<file path="config.mk">
export PLATFORM = sky130hd
export DESIGN_NAME = manchester_line_enc
export DESIGN_NICKNAME = d
export VERILOG_FILES = /design/src/rtl/mle_pkg.sv /design/src/rtl/mle_phase_ctrl.sv /design/src/rtl/mle_bit_hold.sv /design/src/rtl/mle_line_reg.sv /design/src/rtl/manchester_line_enc.sv
export SDC_FILE = /design/constraint.sdc
export NUM_CORES = 1
export LEC_CHECK = 0
export ABC_CLOCK_PERIOD_IN_PS = 1050
export BUFFER_PORTS_ARGS = -buffer_cell sky130_fd_sc_hd__buf_2
export CAP_MARGIN = 15
export CORE_AREA = 5 5 42 44
export CTS_CLUSTER_SIZE = 10
export DETAILED_ROUTE_END_ITERATION = 12
export DIE_AREA = 0 0 47 49
export PLACE_DENSITY = 0.37
export SYNTH_ARGS = -nofsm -noshare
export SYNTH_HDL_FRONTEND = slang
export SYNTH_SLANG_ARGS = --single-unit
</file>
<file path="constraint.sdc">
create_clock -name clk -period 1.05 [get_ports clk]
set_clock_uncertainty 0.1 [all_clocks]
set_input_delay 0.1575 -clock clk [delete_from_list [all_inputs] [get_ports clk]]
set_output_delay 0.1575 -clock clk [all_outputs]
set_load 0.02 [all_outputs]
</file>
<file path="src/rtl/mle_pkg.sv">
package mle_pkg;

  // Half of a bit period, as tracked by the phase register.
  typedef enum logic {
    HALF_FIRST  = 1'b0,
    HALF_SECOND = 1'b1
  } half_e;

  // Idle level of the line while the encoder is disabled.
  localparam logic LINE_IDLE = 1'b0;

endpackage

</file>
<file path="src/rtl/mle_phase_ctrl.sv">
module mle_phase_ctrl
  import mle_pkg::*;
(
  input  logic  clk,
  input  logic  rst,
  input  logic  en,
  output logic  run_o,
  output half_e half_o,
  output logic  take_o,
  output logic  req_o
);

  logic  run_q;
  half_e half_q;
  logic  req_q;

  // A new bit starts when enabled and not in the middle of a bit.
  assign take_o = en && (!run_q || (half_q == HALF_SECOND));

  always_ff @(posedge clk) begin
    if (rst) begin
      run_q  <= 1'b0;
      half_q <= HALF_FIRST;
      req_q  <= 1'b0;
    end else if (!en) begin
      run_q  <= 1'b0;
      half_q <= HALF_FIRST;
      req_q  <= 1'b0;
    end else if (take_o) begin
      run_q  <= 1'b1;
      half_q <= HALF_FIRST;
      req_q  <= 1'b0;
    end else begin
      half_q <= HALF_SECOND;
      req_q  <= 1'b1;
    end
  end

  assign run_o  = run_q;
  assign half_o = half_q;
  assign req_o  = req_q;

  // the request never lasts two cycles
  a_r4_req_single: assert property (@(posedge clk) disable iff (rst)
    req_q |=> !req_q);

  // disabling clears the request and the phase at the next edge
  a_r6_disable_idle: assert property (@(posedge clk) disable iff (rst)
    !en |=> (!req_q && half_q == HALF_FIRST));

  // a running first half always advances to the second half
  a_r8_phase_adv: assert property (@(posedge clk) disable iff (rst)
    (en && run_q && half_q == HALF_FIRST) |=> (half_q == HALF_SECOND && run_q));

endmodule

</file>
<file path="src/rtl/mle_bit_hold.sv">
module mle_bit_hold
  import mle_pkg::*;
(
  input  logic  clk,
  input  logic  rst,
  input  logic  take,
  input  logic  din,
  input  half_e half,
  output logic  bit_o
);

  logic bit_q;

  always_ff @(posedge clk) begin
    if (rst)       bit_q <= 1'b0;
    else if (take) bit_q <= din;
  end

  assign bit_o = bit_q;

  // the held bit does not move into the second half of a bit
  a_r3_hold_stable: assert property (@(posedge clk) disable iff (rst)
    (half == HALF_SECOND) |-> $stable(bit_q));

endmodule

</file>
<file path="src/rtl/mle_line_reg.sv">
module mle_line_reg
  import mle_pkg::*;
#(
  parameter bit OUT_ON_FALL = 1'b0
) (
  input  logic  clk,
  input  logic  rst,
  input  logic  run,
  input  half_e half,
  input  logic  bit_in,
  output logic  line_o
);

  logic coded;
  logic line_q;

  // XOR of data with the inverted phase: first half carries ~bit, second half bit.
  always_comb begin
    if (run) coded = bit_in ^ ~half;
    else     coded = LINE_IDLE;
  end

  generate
    if (OUT_ON_FALL) begin : g_fall
      always_ff @(negedge clk) begin
        if (rst) line_q <= LINE_IDLE;
        else     line_q <= coded;
      end
    end else begin : g_rise
      always_ff @(posedge clk) begin
        if (rst) line_q <= LINE_IDLE;
        else     line_q <= coded;
      end

      // in the second internal half, the line shows the first-half level
      a_r1_first_half: assert property (@(posedge clk) disable iff (rst)
        (run && half == HALF_SECOND) |-> (line_q == !bit_in));
    end
  endgenerate

  assign line_o = line_q;

endmodule

</file>
<file path="src/rtl/manchester_line_enc.sv">
module manchester_line_enc
  import mle_pkg::*;
#(
  parameter bit OUT_ON_FALL = 1'b0
) (
  input  logic clk,
  input  logic rst,
  input  logic en,
  input  logic din,
  output logic line_o,
  output logic bit_req_o
);

  logic  run;
  half_e half;
  logic  take;
  logic  held_bit;

  mle_phase_ctrl u_phase (
    .clk    (clk),
    .rst    (rst),
    .en     (en),
    .run_o  (run),
    .half_o (half),
    .take_o (take),
    .req_o  (bit_req_o)
  );

  mle_bit_hold u_hold (
    .clk   (clk),
    .rst   (rst),
    .take  (take),
    .din   (din),
    .half  (half),
    .bit_o (held_bit)
  );

  mle_line_reg #(
    .OUT_ON_FALL (OUT_ON_FALL)
  ) u_line (
    .clk    (clk),
    .rst    (rst),
    .run    (run),
    .half   (half),
    .bit_in (held_bit),
    .line_o (line_o)
  );

  // reset leaves the outputs idle
  a_r7_reset_idle: assert property (@(posedge clk)
    rst |=> (!bit_req_o && (OUT_ON_FALL || !line_o)));

endmodule

</file>
==> flow_summary.toml, run 1 <==
[grt]
grt-ovfl-total = 0
grt_first_pass_wirelength_um = 600
antenna_found_initial = 0
grt_usage = 0.0408
grt_pass1_vias = 135
grt_max_degree = 5

[yosys]
yosysTopAreaCellShare = 0.571
syn_nets = 17
synth_seq_cells = 4
avgSynthCellArea_um2 = 10.8
yosys.area.top_type = "dfxtp_1"
synth_area_leaders = "dfxtp_1 57%, and4bb_2 8.9%, xor2_1 6.3%"
synth.yosys.warnings = 0
synth.distinct_cells = 10
netlist_area_um2 = 140
syn_inst = 13
synth_seq_area_share = 0.571

[floorplanning]
fp.dieW_um = 47
start_util = 0.100
ios = 6
core_area_mm2 = 0.00140
num_rows = 14
dieArea_mm2 = 0.00230
fp.dieH_um = 49

[min_path]
worstHoldPathCells = 2
hp-class = "in -> reg"

[setup_path]
worst-path-buf-inv = 1
critPathTopFamily = "flip-flops"
endpoint_kind = "output pin"
worstSetupPathType = "reg -> out"
cp.depth = 1
ff2ff_path_depth = 3
required_ns = 0.79
path_max_fanout = 4
crit_arrival_ns = 0.73
crit_path_cell_trace = "buf_4"
critPathLaunchType = "register"
crit_slowest_cell = "dfxtp_2"
slowest_delay_ns = 0.35

[timing]
tightest_slew_ns = 0.136
fin_crit_sh = 0.937
max_freq_mhz = 1020
fin_crit_ns = 0.983
setup_viol = 0
rsz0062_at_grt = "no"
slew_viol_final = 0
fin_setup_tns_ns = 0
relSlewSlack = 0.908
hold_viol = 0

[cells_and_area]
syn_to_final_growth_pct = 50.9
n_antenna_cell = 0
post-route-util = 0.151
nets = 27
drive_gt1_frac = 0.476

[cts]
cts_root_buffer = "clkbuf_4"
numCtsBuffers = 3
clk_pin_slew_ns = 0.04
clkLatencyLatePin_ns = 0.23
cts_buffer_depth = 2
cts_max_level = 1
cts.sinks = 4
cts_tree = "yes"
hold_buffers = 0

[placed_design]
io_buffers = 5
gp_congestion = 0.626

[route]
drt_iter0_markers = 2
drt-total-wl_um = 309
vias = 127
drc_errors = 0
post_drt_wl_per_cell_um = 8.35
routed_via_density = 3.43
drtPass1Iterations = 4
ant_nets = 0

[power]
p_leak_nw = 0.0972
ir_drop_uv = 487
power.density_mw_per_mm2 = 1790

[flow_run]
drv_cap = 0

[outcome]
status = "complete, no violations"
[final timing paths]
kind                                startpoint       endpoint  slack [ns]
worst max-delay path            u_phase.half_o      bit_req_o        0.07
worst min-delay path                       rst  u_phase.run_o        0.03
worst max register to register   u_phase.run_o   u_hold.bit_o        0.16
worst min register to register   u_phase.run_o  u_line.line_o        0.38
[cell type report]
class                   count  area (um^2)
fillers                   171         1190
flip-flops and latches      4         81.3
multi-input cells           8         56.3
repair buffers              5         27.5
clock buffers               3         22.5
well taps                  16         20.0
inverters                   1         3.75
[synth_stat cells]
library cell  instances
a21oi_1               1
and4bb_2              1
dfxtp_1               4
inv_1                 1
nand3b_1              1
nor2_1                1
nor2b_1               1
nor3b_1               1
o21ai_0               1
xor2_1                1
[metal layers]
metal,routed length (um),global-route usage
met5,0,0
met4,0,0.0138
met3,74,0.0554
met2,116,0.0407
met1,118,0.0484
[metrics by stage]
step	instance area (um^2)	cells	total power, mW	hold slack (ns)	worst slack, ns
floorplan	140	13	0.180	0.124	0.0860
global placement	185	34	0.192	0.260	0.176
detailed placement	185	34	0.192	0.270	0.169
CTS	210	37	0.388	0.0234	0.00291
global route	211	37	0.407	0.0504	0.0164
finish	211	37	0.380	0.0320	0.0666
[cell families after synthesis]
family | synth area share
AOI/OAI and AO/OA | 0.0714
xor gates and xnor gates | 0.0625
buffers and inverters | 0.0268
and+or+nand+nor | 0.268
DFF | 0.571
[placed cells by master, fill, tap and decap left out]
cell      count
a21oi_1       1
and4bb_2      1
buf_2         4
buf_4         1
clkbuf_4      3
dfxtp_1       3
dfxtp_2       1
inv_1         1
nand3b_1      1
nor2_1        1
nor2b_1       1
nor3b_1       1
o21ai_0       1
xor2_1        1
[sequential cells by signal, summed over array words and instances (netlist names)]
signal and flops:
u_hold.bit_o 1, u_line.line_o 1, u_phase.run_o 1, u_phase.half_o 1
[timing repair]
| action | in CTS | in global routing |
|---|---|---|
| gates resized for setup | 1 | 1 |
| buffers inserted | 0 | 0 |
| endpoints found under the setup margin | 1 | 1 |
| pin swaps | 0 | 0 |
| endpoints found under the hold margin | 0 | 0 |
[power by group]
part / switching, mW / total (mW) / internal [mW]
clock: 0.0610 / 0.189 / 0.128
sequential: 0.00399 / 0.164 / 0.160
combinational: 0.0131 / 0.0268 / 0.0137
(Power assumes the default switching activity.)
==> inputs of run 2 (changes only) <==
Settings changed: ABC_CLOCK_PERIOD_IN_PS 1050 to default, CELL_PAD_IN_SITES_DETAIL_PLACEMENT from default to 1, CELL_PAD_IN_SITES_GLOBAL_PLACEMENT from default to 2, PLACE_DENSITY 0.37 to 0.47.
==> flow_summary.toml, run 2 (same netlist as run 1, synthesis figures left out) <==
[cells_and_area]
finalNonFillerCells = 37
fin_area_um2 = 211
drive_gt1_frac = 0.476
nets = 27
n_fill_cell = 174
final_cell_mix = "4 x buf_2, 3 x clkbuf_4, 3 x dfxtp_1"
post-route-util = 0.151
final_common_cell = "buf_2"
n_antenna_cell = 0
syn_to_final_growth_pct = 50.9

[setup_path]
r2r_slack_ns = 0.17
required_ns = 0.79
crit_arrival_ns = 0.73
slowest_delay_ns = 0.35
endpoint_kind = "output pin"
crit_path_cell_trace = "buf_4"
rr_startpoint = "u_phase.run_o"
worst-path-buf-inv = 1
path_max_fanout = 4
ff2ff_path_depth = 3
worstSetupPathType = "reg -> out"
r2r-end = "u_hold.bit_o"
crit_slowest_cell = "dfxtp_2"
critPathLaunchType = "register"
critPathTopFamily = "flip-flops"

[timing]
slew_viol_final = 0
max_freq_mhz = 1010
hold_viol = 0
fin_crit_ns = 0.988
rsz0062_at_grt = "no"
fin_crit_sh = 0.941
fin_setup_tns_ns = 0
setup_viol = 0
relSlewSlack = 0.906
tightest_slew_ns = 0.139

[grt]
grt_pass1_vias = 144
grt_first_pass_wirelength_um = 572
grt_usage = 0.0415
antenna_found_initial = 0
grt_max_degree = 5
grt-ovfl-total = 0

[min_path]
hp-class = "in -> reg"
min_delay_worst_endpoint = "u_phase.run_o"
worstHoldPathCells = 2
holdCritStartpoint = "rst"

[route]
ant_nets = 0
routed_via_density = 3.32
drc_errors = 0
drt_iter0_markers = 2
drt-total-wl_um = 330
drtPass1Iterations = 3
vias = 123
post_drt_wl_per_cell_um = 8.92

[floorplanning]
core_area_mm2 = 0.00140
ios = 6
dieArea_mm2 = 0.00230
fp.dieW_um = 47
fp.dieH_um = 49
num_rows = 14
start_util = 0.100

[power]
p_leak_nw = 0.0972
power.density_mw_per_mm2 = 1810
totalPowerFinal_mw = 0.384
ir_drop_uv = 415

[cts]
cts_root_buffer = "clkbuf_4"
clkLatencyLatePin_ns = 0.24
cts_tree = "yes"
cts_buffer_depth = 2
clk_pin_slew_ns = 0.04
cts_max_level = 1
cts.sinks = 4
numCtsBuffers = 3
hold_buffers = 0

[placed_design]
placed_area_um2 = 185
dp_hpwl_um = 251
dp_cells = 34
io_buffers = 5
gp_congestion = 0.604

[flow_run]
drv_cap = 0

[outcome]
status = "complete, no violations"
## run 2: cell counts in the layout (fill, tap and decap cells not counted)
Identical to the previous run, type by type.
## run 2: how the worst max path moves through the flow
stage                              end            from  cells past startpoint  slack [ns]
after CTS                    bit_req_o  u_phase.half_o                      1       0.007
after global routing         bit_req_o  u_phase.half_o                      1        0.02
final                        bit_req_o  u_phase.half_o                      1        0.06
after floorplan           u_hold.bit_o  u_phase.half_o                      3        0.09
after detailed placement  u_hold.bit_o  u_phase.half_o                      3        0.17
after global placement    u_hold.bit_o   u_phase.run_o                      3        0.17
## run 2: report_power, final
| group | total, mW | internal [mW] | switching, mW |
|---|---|---|---|
| registers | 0.164 | 0.160 | 0.00377 |
| logic | 0.0270 | 0.0137 | 0.0133 |
| clock network | 0.193 | 0.128 | 0.0650 |
## run 2: layer usage
| metal | up-vias | routed length [um] | global-route usage |
|---|---|---|---|
| met5 | - | 0 | 0 |
| met1 | 52 | 152 | 0.0394 |
| met4 | 0 | 11 | 0.0415 |
| li1 | 61 | - | - |
| met3 | 2 | 65 | 0.0590 |
| met2 | 8 | 101 | 0.0362 |
## run 2: cell type report
type                    instances  area [um^2]  share of cell area
multi-input cells               8         56.3               0.266
repair buffers                  5         27.5               0.130
well taps                      16         20.0              0.0947
inverters                       1         3.75              0.0178
flip-flops and latches          4         81.3               0.385
clock buffers                   3         22.5               0.107
## run 2: through the flow
stage	hold WS, ns	setup slack (ns)
final	0.0197	0.0623
after global routing	0.0245	0.0227
after CTS	0.0157	0.00697
after detailed placement	0.272	0.168
after global placement	0.270	0.172
after floorplan	0.124	0.0860
## run 2: timing repair
item | 4_1_cts | 5_1_grt
resized for setup | 1 | 1
pin swaps | 0 | 0
setup endpoints to repair | 1 | 1
hold endpoints to repair | 0 | 0
setup buffers | 0 | 0
==> inputs of run 3 (changes only) <==
Settings changed: CTS_BUF_LIST from default to sky130_fd_sc_hd__clkbuf_16.
==> flow_summary.toml, run 3 (same netlist as run 1, synthesis figures left out) <==
[placed_design]
placed_area_um2 = 185
io_buffers = 5
dp_cells = 34
dpl_worst_slack_ns = 0.168
gp_congestion = 0.604
dp_hpwl_um = 251

[grt]
grt_first_pass_wirelength_um = 552
antenna_found_initial = 0
grt_usage = 0.0380
grt_max_degree = 5
grt_pass1_vias = 135
grt-ovfl-total = 0

[route]
routed_via_density = 3.27
drc_errors = 0
drtPass1Iterations = 2
vias = 121
drt-total-wl_um = 327
post_drt_wl_per_cell_um = 8.84
ant_nets = 0
drt_iter0_markers = 1

[timing]
relSlewSlack = 0.900
fin_crit_sh = 0.925
hold_viol = 0
fin_crit_ns = 0.971
max_freq_mhz = 1030
tightest_slew_ns = 0.150
setup_viol = 0
slew_viol_final = 0
whs_ns = 0.0370
rsz0062_at_grt = "no"
setup_ws_ns = 0.0787
fin_setup_tns_ns = 0

[cells_and_area]
post-route-util = 0.188
nets = 27
n_fill_cell = 168
final_cell_mix = "4 x buf_2, 3 x clkbuf_16, 3 x dfxtp_1"
fin_area_um2 = 264
finalNonFillerCells = 37
syn_to_final_growth_pct = 88.4
drive_gt1_frac = 0.476
n_antenna_cell = 0
final_common_cell = "buf_2"

[setup_path]
slowest_delay_ns = 0.35
rr_startpoint = "u_phase.run_o"
critPathLaunchType = "register"
required_ns = 0.79
worst-path-buf-inv = 1
critical_path.endpoint = "bit_req_o"
worstSetupPathType = "reg -> out"
crit_arrival_ns = 0.71
crit_slowest_cell = "dfxtp_2"
ff2ff_path_depth = 3
endpoint_kind = "output pin"
startpoint = "u_phase.half_o"
path_max_fanout = 4
critPathTopFamily = "flip-flops"
r2r_slack_ns = 0.17
crit_path_cell_trace = "buf_4"
cp.depth = 1
r2r-end = "u_hold.bit_o"

[floorplanning]
fp.dieH_um = 49
fp.dieW_um = 47
dieArea_mm2 = 0.00230
core_area_mm2 = 0.00140
num_rows = 14
start_util = 0.100
ios = 6

[flow_run]
drv_cap = 0

[cts]
cts_buffer_depth = 2
cts_root_buffer = "clkbuf_16"
hold_buffers = 0
clk_pin_slew_ns = 0.03
post_cts_buffers = 0
cts.sinks = 4
cts_max_level = 1
clkLatencyLatePin_ns = 0.22
cts_tree = "yes"
numCtsBuffers = 3

[power]
power.density_mw_per_mm2 = 2940
p_leak_nw = 0.120
totalPowerFinal_mw = 0.776
ir_drop_uv = 1570

[min_path]
hp-class = "in -> reg"

[outcome]
status = "complete, no violations"
## run 3: cell type report
class | count | area [um^2] | share of cell area
Clock buffer | 3 | 75.1 | 0.284
Timing Repair Buffer | 5 | 27.5 | 0.104
Multi-Input combinational cell | 8 | 56.3 | 0.213
Tap cell | 16 | 20.0 | 0.0758
Inverter | 1 | 3.75 | 0.0142
Sequential cell | 4 | 81.3 | 0.308
## run 3: per-layer routing
layer	vias to the layer above	GRT usage	wire [um]
li1	61	-	-
met1	52	0.0394	155
met2	8	0.0385	105
met3	0	0.0590	65
met4	0	0.0138	0
met5	-	0	0
## run 3: power breakdown
group / total (mW) / leakage (nW) / switching (mW) / internal, mW
registers: 0.164 / 0.0333 / 0.00381 / 0.160
clock network: 0.584 / 0.0370 / 0.0987 / 0.486
logic: 0.0270 / 0.0501 / 0.0132 / 0.0137
total: 0.776 / 0.120 / 0.116 / 0.660
## run 3: how the worst min path moves through the flow
| stage | start | endpoint | slack, ns | cells after the start |
|---|---|---|---|---|
| finish | rst | u_phase.run_o | 0.04 | 2 |
| global route | rst | u_phase.run_o | 0.06 | 2 |
| CTS | rst | u_phase.run_o | 0.04 | 2 |
| detailed placement | rst | u_phase.run_o | 0.27 | 2 |
| global placement | rst | u_phase.run_o | 0.27 | 2 |
| floorplan | rst | u_phase.run_o | 0.12 | 1 |
## run 3: timing repair
item / in CTS / in global routing
setup endpoints to repair: 0 / 1
hold endpoints to repair: 0 / 0
resized for setup: 0 / 2
